<file path="src/rtl/rtc_regfile_pkg.sv">
// Shared constants for the real-time clock register file.
// Assumes the status registers sit directly above the time/date bytes.
package rtc_regfile_pkg;
    // Offsets of the status registers above the last time/date byte
    localparam int unsigned STAT_A_OFS = 0;
    localparam int unsigned STAT_B_OFS = 1;
    localparam int unsigned STAT_C_OFS = 2;
    localparam int unsigned STAT_D_OFS = 3;
    localparam int unsigned NUM_STAT   = 4;

    // Fixed register values and bit positions
    localparam logic [7:0] STAT_A_INIT  = 8'h26;  // 32.768 kHz base, 1024 Hz rate
    localparam logic [7:0] STAT_B_INIT  = 8'h46;  // periodic enable, binary, 24 h
    localparam logic [7:0] STAT_B_SOFT  = 8'h48;  // bits software may change
    localparam int unsigned UIP_BIT     = 7;
    localparam int unsigned PIE_BIT     = 6;

    // Time/date byte slots written by the load port
    localparam int unsigned SLOT_SEC  = 0;
    localparam int unsigned SLOT_MIN  = 2;
    localparam int unsigned SLOT_HOUR = 4;
    localparam int unsigned SLOT_WDAY = 6;
    localparam int unsigned SLOT_MDAY = 7;
    localparam int unsigned SLOT_MON  = 8;
    localparam int unsigned SLOT_YEAR = 9;
endpackage

</file>
<file path="src/rtl/rtc_index_reg.sv">
// Index register: holds the selected location. It assumes the index port
// is 8 bits wide and rejects any value past the last location.
module rtc_index_reg #(
    parameter int unsigned NUM_LOC = 14,
    parameter int unsigned IDX_W   = 4
) (
    input  logic             clk,
    input  logic             rst_n,
    input  logic             wr_en,
    input  logic [7:0]       wr_val,
    output logic [IDX_W-1:0] idx,
    output logic             reject
);
    localparam logic [7:0] MAX_IDX = 8'(NUM_LOC - 1);

    // Flag an index write that is out of range
    always_comb reject = wr_en && (wr_val > MAX_IDX);

    // Take an index write only when it is in range
    always_ff @(posedge clk) begin
        if (!rst_n)                idx <= '0;
        else if (wr_en && !reject) idx <= wr_val[IDX_W-1:0];
    end
endmodule

</file>
<file path="src/rtl/rtc_time_store.sv">
// Time/date byte array. It is written from the data port or the load port,
// and the load port wins on the slots it covers. Reads are combinational.
module rtc_time_store #(
    parameter int unsigned TIME_BYTES = 10,
    parameter int unsigned IDX_W      = 4
) (
    input  logic                       clk,
    input  logic                       rst_n,
    input  logic [IDX_W-1:0]           idx,
    input  logic                       wr_en,
    input  logic [7:0]                 wr_val,
    input  logic                       ld_en,
    input  logic [TIME_BYTES-1:0]      ld_mask,
    input  logic [TIME_BYTES-1:0][7:0] ld_vals,
    output logic [7:0]                 rd_byte
);
    logic [TIME_BYTES-1:0][7:0] mem_q;

    for (genvar i = 0; i < TIME_BYTES; i++) begin : g_byte
        // Update one byte from the load port or the data port
        always_ff @(posedge clk) begin
            if (!rst_n)                       mem_q[i] <= '0;
            else if (ld_en && ld_mask[i])     mem_q[i] <= ld_vals[i];
            else if (wr_en && idx == IDX_W'(i)) mem_q[i] <= wr_val;
        end
    end

    // Select the byte at the current index
    always_comb begin
        rd_byte = '0;
        for (int i = 0; i < TIME_BYTES; i++)
            if (idx == IDX_W'(i)) rd_byte = mem_q[i];
    end
endmodule

</file>
<file path="src/rtl/rtc_status_regs.sv">
// Status registers A to D. A has a single legal write value and flips its
// update-in-progress bit on each read. B accepts only changes to the
// interrupt and square-wave enables. C and D read zero and reject writes.
module rtc_status_regs
    import rtc_regfile_pkg::*;
#(
    parameter int unsigned IDX_W = 4,
    parameter int unsigned BASE  = 10
) (
    input  logic             clk,
    input  logic             rst_n,
    input  logic [IDX_W-1:0] idx,
    input  logic             wr_en,
    input  logic             rd_en,
    input  logic [7:0]       wr_val,
    output logic [7:0]       stat_a,
    output logic [7:0]       stat_b,
    output logic [7:0]       rd_byte,
    output logic             reject,
    output logic             pie_on,
    output logic             pie_off
);
    localparam logic [IDX_W-1:0] ADDR_A = IDX_W'(BASE + STAT_A_OFS);
    localparam logic [IDX_W-1:0] ADDR_B = IDX_W'(BASE + STAT_B_OFS);
    localparam logic [IDX_W-1:0] ADDR_C = IDX_W'(BASE + STAT_C_OFS);
    localparam logic [IDX_W-1:0] ADDR_D = IDX_W'(BASE + STAT_D_OFS);

    logic a_ok, b_ok, a_wr, b_wr;

    // Decode writes and check them against the fixed bits
    always_comb begin
        a_wr    = wr_en && idx == ADDR_A;
        b_wr    = wr_en && idx == ADDR_B;
        a_ok    = wr_val == STAT_A_INIT;
        b_ok    = (wr_val & ~STAT_B_SOFT) == (STAT_B_INIT & ~STAT_B_SOFT);
        reject  = (a_wr && !a_ok) || (b_wr && !b_ok) ||
                  (wr_en && (idx == ADDR_C || idx == ADDR_D));
        pie_on  = b_wr && b_ok && wr_val[PIE_BIT];
        pie_off = b_wr && b_ok && !wr_val[PIE_BIT];
    end

    // Status A: accepted write, otherwise flip the busy flag on a read
    always_ff @(posedge clk) begin
        if (!rst_n)                    stat_a <= STAT_A_INIT;
        else if (a_wr && a_ok)         stat_a <= wr_val;
        else if (rd_en && idx == ADDR_A) stat_a[UIP_BIT] <= ~stat_a[UIP_BIT];
    end

    // Status B: store accepted writes only
    always_ff @(posedge clk) begin
        if (!rst_n)            stat_b <= STAT_B_INIT;
        else if (b_wr && b_ok) stat_b <= wr_val;
    end

    // Read value, with the flag of A shown as it is after the flip
    always_comb begin
        rd_byte = '0;
        if (idx == ADDR_A) begin
            rd_byte          = stat_a;
            rd_byte[UIP_BIT] = ~stat_a[UIP_BIT];
        end else if (idx == ADDR_B) begin
            rd_byte = stat_b;
        end
    end
endmodule

</file>
<file path="src/rtl/rtc_periodic_timer.sv">
// Periodic interrupt timer. It runs from reset and pulses irq once every
// PERIOD cycles. A start while running is ignored; a stop takes effect at
// once. It assumes PERIOD is at least 2.
module rtc_periodic_timer #(
    parameter int unsigned PERIOD = 32
) (
    input  logic clk,
    input  logic rst_n,
    input  logic start,
    input  logic stop,
    output logic running,
    output logic irq
);
    localparam int unsigned CNT_W = $clog2(PERIOD);
    localparam logic [CNT_W-1:0] LAST = CNT_W'(PERIOD - 1);

    logic [CNT_W-1:0] cnt_q;

    // Run state and cycle counter
    always_ff @(posedge clk) begin
        if (!rst_n) begin
            running <= 1'b1;
            cnt_q   <= '0;
        end else if (stop) begin
            running <= 1'b0;
            cnt_q   <= '0;
        end else if (start && !running) begin
            running <= 1'b1;
            cnt_q   <= '0;
        end else if (running) begin
            cnt_q <= (cnt_q == LAST) ? '0 : cnt_q + 1'b1;
        end
    end

    // One-cycle request at the end of each period, suppressed by a stop
    always_ff @(posedge clk) begin
        if (!rst_n) irq <= 1'b0;
        else        irq <= running && !stop && cnt_q == LAST;
    end
endmodule

</file>
<file path="src/rtl/rtc_regfile.sv">
// Real-time clock register file top. It joins the index register, the
// time/date store, the status registers and the periodic timer, and
// registers the read data and the bad-access flag.
module rtc_regfile
    import rtc_regfile_pkg::*;
#(
    parameter int unsigned NUM_LOC       = 14,
    parameter int unsigned PERIOD_CYCLES = 32
) (
    input  logic       clk,
    input  logic       rst_n,
    input  logic       idx_we,
    input  logic [7:0] idx_wdata,
    input  logic       dat_we,
    input  logic       dat_re,
    input  logic [7:0] dat_wdata,
    output logic [7:0] rd_data,
    output logic       bad_access,
    input  logic       ld_en,
    input  logic [7:0] ld_sec,
    input  logic [7:0] ld_min,
    input  logic [7:0] ld_hour,
    input  logic [7:0] ld_wday,
    input  logic [7:0] ld_mday,
    input  logic [7:0] ld_mon,
    input  logic [7:0] ld_year,
    output logic       irq
);
    localparam int unsigned TIME_BYTES = NUM_LOC - NUM_STAT;
    localparam int unsigned IDX_W      = $clog2(NUM_LOC);
    localparam int unsigned ADDR_A     = TIME_BYTES + STAT_A_OFS;
    localparam int unsigned ADDR_B     = TIME_BYTES + STAT_B_OFS;
    localparam int unsigned ADDR_C     = TIME_BYTES + STAT_C_OFS;

    logic [IDX_W-1:0]           cur_idx;
    logic                       idx_bad, stat_bad, pie_on, pie_off, running;
    logic [7:0]                 time_byte, stat_byte, stat_a, stat_b;
    logic [TIME_BYTES-1:0]      ld_mask;
    logic [TIME_BYTES-1:0][7:0] ld_vals;

    rtc_index_reg #(.NUM_LOC(NUM_LOC), .IDX_W(IDX_W)) u_idx (
        .clk(clk), .rst_n(rst_n), .wr_en(idx_we), .wr_val(idx_wdata),
        .idx(cur_idx), .reject(idx_bad)
    );

    // Map the load fields onto their slots, with one-based weekday and month
    always_comb begin
        ld_mask = '0;
        ld_vals = '0;
        ld_mask[SLOT_SEC]  = 1'b1; ld_vals[SLOT_SEC]  = ld_sec;
        ld_mask[SLOT_MIN]  = 1'b1; ld_vals[SLOT_MIN]  = ld_min;
        ld_mask[SLOT_HOUR] = 1'b1; ld_vals[SLOT_HOUR] = ld_hour;
        ld_mask[SLOT_WDAY] = 1'b1; ld_vals[SLOT_WDAY] = ld_wday + 8'd1;
        ld_mask[SLOT_MDAY] = 1'b1; ld_vals[SLOT_MDAY] = ld_mday;
        ld_mask[SLOT_MON]  = 1'b1; ld_vals[SLOT_MON]  = ld_mon + 8'd1;
        ld_mask[SLOT_YEAR] = 1'b1; ld_vals[SLOT_YEAR] = ld_year;
    end

    rtc_time_store #(.TIME_BYTES(TIME_BYTES), .IDX_W(IDX_W)) u_time (
        .clk(clk), .rst_n(rst_n), .idx(cur_idx), .wr_en(dat_we),
        .wr_val(dat_wdata), .ld_en(ld_en), .ld_mask(ld_mask),
        .ld_vals(ld_vals), .rd_byte(time_byte)
    );

    rtc_status_regs #(.IDX_W(IDX_W), .BASE(TIME_BYTES)) u_stat (
        .clk(clk), .rst_n(rst_n), .idx(cur_idx), .wr_en(dat_we),
        .rd_en(dat_re), .wr_val(dat_wdata), .stat_a(stat_a),
        .stat_b(stat_b), .rd_byte(stat_byte), .reject(stat_bad),
        .pie_on(pie_on), .pie_off(pie_off)
    );

    rtc_periodic_timer #(.PERIOD(PERIOD_CYCLES)) u_tmr (
        .clk(clk), .rst_n(rst_n), .start(pie_on), .stop(pie_off),
        .running(running), .irq(irq)
    );

    // Capture read data on a read strobe and hold it otherwise
    always_ff @(posedge clk) begin
        if (!rst_n)      rd_data <= '0;
        else if (dat_re) rd_data <= (cur_idx < IDX_W'(TIME_BYTES)) ? time_byte : stat_byte;
    end

    // Register the unsupported-access flag as a one-cycle pulse
    always_ff @(posedge clk) begin
        if (!rst_n) bad_access <= 1'b0;
        else        bad_access <= idx_bad || stat_bad;
    end
endmodule

</file>
<file path="config.mk">
export PLATFORM = sky130hd
export DESIGN_NAME = rtc_regfile
export DESIGN_NICKNAME = d
export VERILOG_FILES = /design/src/rtl/rtc_regfile_pkg.sv /design/src/rtl/rtc_index_reg.sv /design/src/rtl/rtc_time_store.sv /design/src/rtl/rtc_status_regs.sv /design/src/rtl/rtc_periodic_timer.sv /design/src/rtl/rtc_regfile.sv
export SDC_FILE = /design/constraint.sdc
export NUM_CORES = 1
export LEC_CHECK = 0
export ABC_AREA = 0
export BUFFER_PORTS_ARGS = -buffer_cell sky130_fd_sc_hd__buf_2
export CAP_MARGIN = 10
export CORE_AREA = 2 2 127 129
export DETAILED_ROUTE_END_ITERATION = 8
export DIE_AREA = 0 0 129 131
export GPL_TIMING_DRIVEN = 0
export SETUP_SLACK_MARGIN = 0.4
export SYNTH_ARGS = -nofsm -noshare
export SYNTH_HDL_FRONTEND = slang
export SYNTH_SLANG_ARGS = --single-unit
</file>
<file path="constraint.sdc">
create_clock -name clk -period 1.9 [get_ports clk]
set_clock_uncertainty 0.1 [all_clocks]
set_input_delay 0.19 -clock clk [delete_from_list [all_inputs] [get_ports clk]]
set_output_delay 0.19 -clock clk [all_outputs]
set_load 0.02 [all_outputs]
</file>
==> run metrics, run 1 <==
Post-route DRC 0; io pins 88; Area Overhead vs Synth 48.0%; RSZ-0062 raised after global routing yes; Routed Antenna Nets 0; vias per inst 5.73; internal cell power 5.01 mW; Clk Latency, worst-skew pair 430 ps; sw power 1.74 mW; routability congestion estimate 1.00; Comb pwr share 13.1%; hpwl dp 15700 µm; wire length per cell 21.6 µm; hold path depth 4; Total Power 6.75 mW; sequential share of power 39.0%; clock root cell clkbuf_16; final clock period utilization by the worst path 98.9%; clock power share 47.8%; final setup violation count 0; Post-synth EDFFs 0; Synth Cell Area 5940 µm²; Syn. warnings 0; worst setup margin 20.5 ps; Leakage 4.01 nW; Die Wd 129 µm; Die Ht 131 µm; syn_nets 759; ys flop type dfxtp_1; switching share of power 25.7%; final hold violations 0; Worst Path Arrival 2090 ps; drt pass-1 iters 5; worst relative slew slack 46.4%; Crit Path Class reg -> reg; R2R depth 7; Via Count 6179; Hold Path End u_time.mem_q[62]; Slew @ Worst Pin 805 ps; initial antenna violation count 0; clk slew on worst S/H paths 50 ps; Yosys cell types 56; number of global-route vias before repair 5737; CTS tree done; FF-to-FF Start u_idx.idx[1]; layout cells sized above 1 37.4%; worst-path maximum fanout 10; Net count, final 931; FP Rows 46; Core ar. 15600 µm²; number of H-tree levels 4; FF-to-FF End rd_data[5]; DR iter-0 viols 578; Die ar. 16900 µm²; Power Density 767 nW/µm²; min Tclk post-route 1880 ps; Sink Count 116; Max Cap Viol 0; Yosys reg bits 116; first-pass GRT wire length 33600 µm; TritonCTS Buffers 17; most frequent cells in the layout dfxtp_1, buf_2, nand2_1; Startpoint Class flip-flop; Worst Hold Launch ld_mday[6]; dpl ws -311 ps; Initial Utilization 38.1%; ANT cells 0; WL final 23200 µm; status completed; grt total ovfl 0; CP endpoint kind flip-flop; most common cell after layout, fill and taps aside dfxtp_1; GRT Total Usage 27.0%; HP Class in -> reg; PortBufs 83; Post-Syn Area per Cell 8.78 µm²; async set-reset flop share out of synthesis 0%; sequential area share after synthesis 39.1%; Post-Synthesis Cells 677; max-slew violation count 0; data required time of the worst path 2110 ps; flop2flop setup slack 20 ps; f_max 0.532 GHz; Worst VDD drop 0.749 mV; CTS Buffer Depth 2; largest net degree at the start of global routing 17
what timing repair did:
item                                    in CTS  in global routing
pin swaps                                   22                 21
gates cloned                                 4                  5
hold endpoints to repair                    11                  0
setup buffers                               26                 24
hold buffers                                11                  0
resized for setup                           98                108
endpoints found under the setup margin     114                112
per-stage QoR:
step | std cells | utilization (%) | setup TNS (ps) | area, µm² | hold WS (ps)
4_1_cts | 1049 | 52.5 | 0 | 8190 | 2.16
3_3_place_gp | 976 | 43.9 | -11150 | 6850 | 324
3_5_place_dp | 976 | 43.9 | -11440 | 6850 | 322
6_report | 1078 | 56.4 | 0 | 8800 | 13.1
5_1_grt | 1078 | 56.4 | -30.3 | 8800 | 21.1
2_1_floorplan | 677 | - | 0 | 6160 | 235
layout make-up:
cell class                      count  area, µm²
Multi-Input combinational cell    501       3850
Timing Repair Buffer              153       1200
Clock buffer                       23        488
Sequential cell                   116       2340
Inverter                            6       22.5
Tap cell                          216        270
Clock inverter                      9        101
Fill cell                        1383       6800
Buffer                             54        523
power groups by stage:
stage	logic [mW]	clock network, mW	registers [mW]
floorplan	0.412	0	2.65
global placement	0.689	0	2.68
detailed placement	0.697	0	2.68
CTS	0.788	3.23	2.63
global route	0.948	3.33	2.64
finish	0.887	3.23	2.64
per-layer routing:
layer	global-route usage [%]	share of wire [%]	wire length (µm)	vias up
met5	0	0	0	-
met4	11.2	3.5	811	0
met3	4.76	6.4	1490	60
met2	42.9	46	10700	285
met1	36.4	44	10200	3037
li1	-	-	-	2797
logic make-up after synthesis:
kind of cell,after synthesis,share of synthesized area [%]
adders and majority gates,4,0.842
muxes,57,10.7
buffers and inverters,60,4.23
and+or+nand+nor,231,19.8
xor gates and xnor gates,16,2.36
DFF,116,39.1
AOI/OAI and AO/OA,193,22.9
how the worst max path moves through the flow:
stage                                   to  slack [ps]    startpoint  depth (start not counted)
after global placement          bad_access        -330         rst_n                          4
after detailed placement  u_time.mem_q[39]        -310         rst_n                          4
after floorplan           u_stat.stat_b[0]          70  dat_wdata[0]                          5
after global routing            rd_data[5]         -30  u_idx.idx[1]                          7
final                           rd_data[5]          20  u_idx.idx[1]                          7
after CTS                       rd_data[1]          50  u_idx.idx[1]                          5
critical path, cell delays in order (launching register included):
cell and delay (ps):
dfxtp_4 370, clkbuf_16 170, buf_4 140, clkbuf_16 160, a21o_1 170, a221o_1 300, o2111ai_2 250, a21oi_1 100
registers in the layout, summed over array words and instances, names as in the netlist:
signal / cells
u_tmr.irq: 1
u_tmr.running: 1
u_tmr.cnt_q: 5
u_stat.stat_b: 8
rd_data: 8
u_time.mem_q: 80
u_stat.stat_a: 8
u_idx.idx: 4
bad_access: 1
synthesized netlist by cell type (7+ instances only):
cell type    n  share of area [%]
a21boi_0    18                2.3
a21oi_1     48                4.0
and2_1       8               0.84
and3_1      11                1.2
clkbuf_1    43                2.7
dfxtp_1    116                 39
mux2_2      13                2.5
mux2i_1     40                6.7
nand2_1     95                6.0
nand2b_1     8               0.84
nand3_1     18                1.5
nand3b_1     9                1.1
nand4_1      7               0.74
nor2_1      22                1.4
nor2b_1     31                3.3
o211a_1     47                7.9
o21ai_0     36                3.0
xnor2_1      8                1.2
xor2_1       8                1.2
Power figures use the tool's default switching activity.
==> run 2, diff against run 1 <==
--- a/config.mk
+++ b/config.mk
@@ -6,11 +6,11 @@
 export NUM_CORES = 1
 export LEC_CHECK = 0
 export ABC_AREA = 0
-export BUFFER_PORTS_ARGS = -buffer_cell sky130_fd_sc_hd__buf_2
 export CAP_MARGIN = 10
 export CORE_AREA = 2 2 127 129
 export DETAILED_ROUTE_END_ITERATION = 8
 export DIE_AREA = 0 0 129 131
+export DONT_BUFFER_PORTS = 1
 export GPL_TIMING_DRIVEN = 0
 export SETUP_SLACK_MARGIN = 0.4
 export SYNTH_ARGS = -nofsm -noshare
==> run 2 against run 1 <==
  * Combinational power shrank 3.6%
  * Via count decreased by 1.1%
  * Largest power group unchanged
  * Critical path type unchanged
  * Worst setup slack worse by 25 ps
  * The run now ends with hold timing, setup timing left
  * First-iteration DRC count up 4.0%
  * Flip-flop and latch count is the same
  * Global-route usage increased by 1.2 points
  * Die area stayed put
==> run metrics, run 2 (synthesized netlist as in run 1, its figures left out) <==
wire length per cell 23.2 µm (was 21.6 µm); first-pass GRT wire length 34800 µm (was 33600 µm); PortBufs 0 (was 83); post-route cell area 8880 µm² (was 8800 µm²); Sink Count 116 (unchanged); Comb pwr share 12.5% (was 13.1%); Initial Utilization 38.1% (unchanged); Post-route DRC 0 (unchanged); Worst Path Arrival 2120 ps (was 2090 ps); Via Count 6109 (was 6179); placed cell area 6430 µm² (was 6850 µm²); number of H-tree levels 4 (unchanged); Crit Path Class reg -> reg (unchanged); Max Cap Viol 0 (unchanged); sequential share of power 38.9% (was 39.0%); CTS Buffer Depth 2 (unchanged); worst-path maximum fanout 7 (was 10); Slew @ Worst Pin 832 ps (was 805 ps); final setup violation count 1 (was 0); drt pass-1 iters 5 (unchanged); dpl ws -384 ps (was -311 ps); Die Wd 129 µm (unchanged); Startpoint Class flip-flop (unchanged); R2R depth 6 (was 7); CTS tree done (unchanged); hold path depth 3 (was 4); grt total ovfl 0 (unchanged); Die ar. 16900 µm² (unchanged); FP Rows 46 (unchanged); crit path from u_idx.idx[2] (was u_idx.idx[1]); setup total negative slack -4.45 ps (was 0 ps); number of flip-flops in the largest register 80 (unchanged); final clock period utilization by the worst path 100% (was 98.9%); Routed Antenna Nets 0 (unchanged); Die Ht 131 µm (unchanged); initial antenna violation count 0 (unchanged); CP endpoint kind flip-flop (unchanged); most common cell after layout, fill and taps aside dfxtp_1 (unchanged); storage element area 2340 µm² (unchanged); status finished with violations (was completed); data required time of the worst path 2120 ps (was 2110 ps); largest net degree at the start of global routing 17 (unchanged); vias per inst 5.81 (was 5.73); Power Density 770 nW/µm² (was 767 nW/µm²); Clk Latency, worst-skew pair 430 ps (about the same); clock power share 48.6% (was 47.8%); slowest CP cell or4_4 (was dfxtp_4); crit path cell chain nand3b_1 > buf_6 > or4_4 > buf_8 > clkbuf_16 > and3_4 (was clkbuf_16 > buf_4 > clkbuf_16 > a21o_1 > a221o_1 > o2111ai_2 > a21oi_1); TritonCTS Buffers 17 (unchanged); max-slew violation count 0 (unchanged); clk slew on worst S/H paths 50 ps (about the same); max incr delay on CP 420 ps (was 370 ps); RSZ-0062 raised after global routing yes (unchanged); io pins 88 (unchanged); WL final 24400 µm (was 23200 µm); layout cells sized above 1 27.9% (was 37.4%); Worst VDD drop 0.628 mV (was 0.749 mV); Area Overhead vs Synth 49.4% (was 48.0%); Top reg by flops u_time.mem_q (unchanged); multi-input logic area 3860 µm² (was 3850 µm²); worst relative slew slack 44.6% (was 46.4%); DR iter-0 viols 601 (was 578); internal cell power 5.12 mW (was 5.01 mW); Core ar. 15600 µm² (unchanged); FF-to-FF Start u_idx.idx[2] (was u_idx.idx[1]); worst setup margin -4.45 ps (was 20.5 ps); sw power 1.72 mW (was 1.74 mW); worst hold slack -7.26 ps (was 13.1 ps); HP Class in -> reg (unchanged); Worst Hold Launch ld_mon[4] (was ld_mday[6]); Leakage 3.85 nW (was 4.01 nW); switching share of power 25.2% (was 25.7%); final hold violations 1 (was 0); f_max 0.525 GHz (was 0.532 GHz); Fillers 1331 (was 1383); routability congestion estimate 0.984 (was 1.00); Net count, final 903 (was 931); most frequent cells in the layout dfxtp_1, nand2_1, dlygate4sd3_1 (was dfxtp_1, buf_2, nand2_1); violated checks hold timing, setup timing; clock root cell clkbuf_16 (unchanged); min Tclk post-route 1900 ps (was 1880 ps); hpwl dp 15700 µm (about the same); GRT Total Usage 28.2% (was 27.0%); number of global-route vias before repair 5714 (was 5737)
[run 2: final timing paths]
check | endpoint | slack (ps)
max | u_stat.stat_b[4] | -4
max reg2reg | u_stat.stat_b[4] | -4
min reg2reg | u_stat.stat_a[5] | 340
min | u_time.mem_q[71] | -7
[run 2: per-layer routing]
| layer | wire length, µm | up-vias | GRT usage, % |
|---|---|---|---|
| li1 | - | 2747 | - |
| met1 | 10100 | 3000 | 36.6 |
| met2 | 11600 | 294 | 45.6 |
| met3 | 1810 | 68 | 6.72 |
| met4 | 838 | 0 | 10.7 |
| met5 | 0 | - | 0 |
[run 2: layout make-up]
cell class / count / share of cell area (%)
clock buffers: 22 / 5.34
plain buffers: 54 / 5.50
well taps: 216 / 3.04
inverters: 6 / 0.254
clock inverters: 10 / 1.45
repair buffers: 125 / 14.6
flip-flops and latches: 116 / 26.3
multi-input cells: 501 / 43.4
diodes: 1 / 0.0282
[run 2: what timing repair did]
item | CTS | global route
hold buffers | 67 | 0
pin swaps | 18 | 38
resized for setup | 69 | 129
buffers inserted | 25 | 26
hold endpoints to repair | 84 | 0
gates cloned | 2 | 5
endpoints found under the setup margin | 114 | 111
[run 2: worst max-delay path: cells and delay by family (launching register included)]
kind	cells	cell delay, ps
buf+inv	3	490
flops	1	380
simple gates	3	830
[run 2: metrics by stage]
stage	cells	total power, mW	hold slack, ps	util, %
6_report	1051	6.84	-7.26	56.9
5_1_grt	1050	7.03	11.2	56.9
4_1_cts	1019	6.70	0.0528	52.4
3_5_place_dp	893	3.26	249	41.2
3_3_place_gp	893	3.25	242	41.2
2_1_floorplan	677	3.07	235	-
[run 2: power by group through the flow]
stage	clock, mW	sequential (mW)	combinational (mW)
after global placement	0	2.70	0.547
after detailed placement	0	2.70	0.556
after floorplan	0	2.65	0.412
after global routing	3.46	2.67	0.909
final	3.32	2.66	0.855
after CTS	3.31	2.65	0.736
==> run 3, diff against run 2 <==
--- a/config.mk
+++ b/config.mk
@@ -12,6 +12,7 @@
 export DIE_AREA = 0 0 129 131
 export DONT_BUFFER_PORTS = 1
 export GPL_TIMING_DRIVEN = 0
+export HOLD_SLACK_MARGIN = 0.12
 export SETUP_SLACK_MARGIN = 0.4
 export SYNTH_ARGS = -nofsm -noshare
 export SYNTH_HDL_FRONTEND = slang
==> run 3 against run 2 <==
  * The run now ends clean
  * Cell area decreased by 2.1%
  * Hold slack gained 140 ps
  * Global-route usage increased by 0.33 points
  * Clock power barely moved
  * First-iteration DRC count grew 4.3%
  * Wire length down 0.93%
  * Via count increased by 0.26%
  * Total power shrank 0.38%
  * Flip-flop and latch count stayed put
  * Utilization shrank 1.2 points
  * Combinational power decreased by 2%
  * Largest cell class unchanged
==> run metrics, run 3 (synthesized netlist as in run 1, its figures left out) <==
status completed (was finished with violations); final clock period utilization by the worst path 99.3% (was 100%); storage element area 2340 µm² (unchanged); Via Count 6125 (was 6109); flop2flop setup slack 10 ps (was -4 ps); FP Rows 46 (unchanged); Comb pwr share 12.4% (was 12.5%); clk slew on worst S/H paths 50 ps (about the same); RSZ-0062 raised after global routing yes (unchanged); R2R depth 7 (was 6); Worst Hold Launch ld_mon[2] (was ld_mon[4]); FF-to-FF Start u_idx.idx[0] (was u_idx.idx[2]); number of global-route vias before repair 5821 (was 5714); Power Density 784 nW/µm² (was 770 nW/µm²); switching share of power 25.0% (was 25.2%); Area Overhead vs Synth 46.2% (was 49.4%); Post-route DRC 0 (unchanged); Startpoint Class flip-flop (unchanged); clock root cell clkbuf_16 (unchanged); data required time of the worst path 2110 ps (was 2120 ps); Core ar. 15600 µm² (unchanged); number of H-tree levels 4 (unchanged); Worst Path Arrival 2100 ps (was 2120 ps); HP Class in -> reg (unchanged); worst hold slack 132 ps (was -7.26 ps); Hold Path End u_time.mem_q[68] (was u_time.mem_q[71]); number of flip-flops in the largest register 80 (unchanged); routability congestion estimate 0.984 (unchanged); sw power 1.70 mW (was 1.72 mW); CP endpoint kind flip-flop (unchanged); WL final 24200 µm (was 24400 µm); Net count, final 902 (was 903); Die Ht 131 µm (unchanged); TritonCTS Buffers 17 (unchanged); GRT Total Usage 28.5% (was 28.2%); most common cell after layout, fill and taps aside dfxtp_1 (unchanged); DR iter-0 viols 627 (was 601); hpwl dp 15700 µm (unchanged); Worst VDD drop 0.635 mV (was 0.628 mV); initial antenna violation count 0 (unchanged); clock power share 48.6% (about the same); wire length per cell 23.0 µm (was 23.2 µm); internal cell power 5.10 mW (was 5.12 mW); Clk Latency, worst-skew pair 430 ps (about the same); Routed Antenna Nets 0 (unchanged); final hold violations 0 (was 1); multi-input logic area 3760 µm² (was 3860 µm²); largest net degree at the start of global routing 17 (unchanged); drt pass-1 iters 6 (was 5); Leakage 3.80 nW (was 3.85 nW); Total Power 6.81 mW (was 6.84 mW); Sink Count 116 (unchanged); Crit Path Class reg -> reg (unchanged); Max Cap Viol 0 (unchanged); PortBufs 0 (unchanged); Top reg by flops u_time.mem_q (unchanged); sequential share of power 39.1% (was 38.9%); layout cells sized above 1 23.9% (was 27.9%); grt total ovfl 0 (unchanged); Die Wd 129 µm (unchanged); io pins 88 (unchanged); hold path depth 4 (was 3); CTS tree done (unchanged); Initial Utilization 38.1% (unchanged); max-slew violation count 0 (unchanged); Die ar. 16900 µm² (unchanged); worst-path maximum fanout 9 (was 7); min Tclk post-route 1890 ps (was 1900 ps); Fillers 1369 (was 1331); FF-to-FF End rd_data[5] (was u_stat.stat_b[4]); f_max 0.530 GHz (was 0.525 GHz); most frequent cells in the layout dfxtp_1, nand2_1, dlygate4sd3_1 (unchanged); Slew @ Worst Pin 733 ps (was 832 ps); first-pass GRT wire length 35200 µm (was 34800 µm); final setup violation count 0 (was 1); worst relative slew slack 51.1% (was 44.6%); vias per inst 5.83 (was 5.81); CTS Buffer Depth 2 (unchanged)
[run 3: cell types whose count changed in the layout (fill, tap and decap cells not counted), sizes merged]
cell / before / now
dlygate4sd3: 67 / 75
buf: 77 / 67
clkbuf: 57 / 58
[run 3: per-stage QoR]
step	cell area, µm²	instances	setup WS, ps	util, %	setup TNS (ps)
floorplan	6160	677	67.4	-	0
detailed placement	6430	893	-384	41.2	-9460
global route	8680	1049	-7.74	55.7	-21.1
finish	8690	1050	13.8	55.7	0
global placement	6430	893	-338	41.2	-8250
CTS	8240	1026	46.2	52.8	0
[run 3: layer usage]
layer  wire, µm  GRT usage, %
met3       2210          7.33
met1       9770          36.2
met2      11400          46.5
met4        856          11.2
met5          0             0
[run 3: layout make-up]
class	count	share of cell area (%)
diodes	1	0.0288
multi-input cells	501	43.3
clock buffers	22	5.46
inverters	6	0.259
plain buffers	54	5.43
flip-flops and latches	116	26.9
repair buffers	124	14.0
clock inverters	10	1.48
well taps	216	3.11
[run 3: power groups by stage]
stage,Sequential [mW],Combinational (mW),Clock [mW]
2_1_floorplan,2.65,0.412,0
3_3_place_gp,2.70,0.547,0
3_5_place_dp,2.70,0.556,0
4_1_cts,2.65,0.755,3.31
5_1_grt,2.66,0.897,3.46
6_report,2.66,0.841,3.31
[run 3: timing repair]
action	CTS	global route
endpoints found under the hold margin	93	1
resized for setup	69	80
cloned	2	3
pin swaps	18	23
hold buffers	74	1
buffers inserted	25	19
setup endpoints to repair	114	116
[run 3: worst max-delay path by stage]
stage                      start  depth (start not counted)               end  slack (ps)
CTS                 u_idx.idx[1]                          6        rd_data[1]          50
global route        u_idx.idx[2]                          7    u_tmr.cnt_q[4]          -8
global placement           rst_n                          4        bad_access        -340
finish              u_idx.idx[0]                          7        rd_data[5]          10
floorplan           dat_wdata[0]                          5  u_stat.stat_b[0]          70
detailed placement         rst_n                          4  u_time.mem_q[55]        -380
[run 3: critical path: stages (launching register included)]
cell	delay, ps
dfxtp_4	360
buf_8	140
buf_12	140
mux2i_4	260
o22ai_4	110
a221o_1	290
o2111ai_2	270
a21oi_2	80
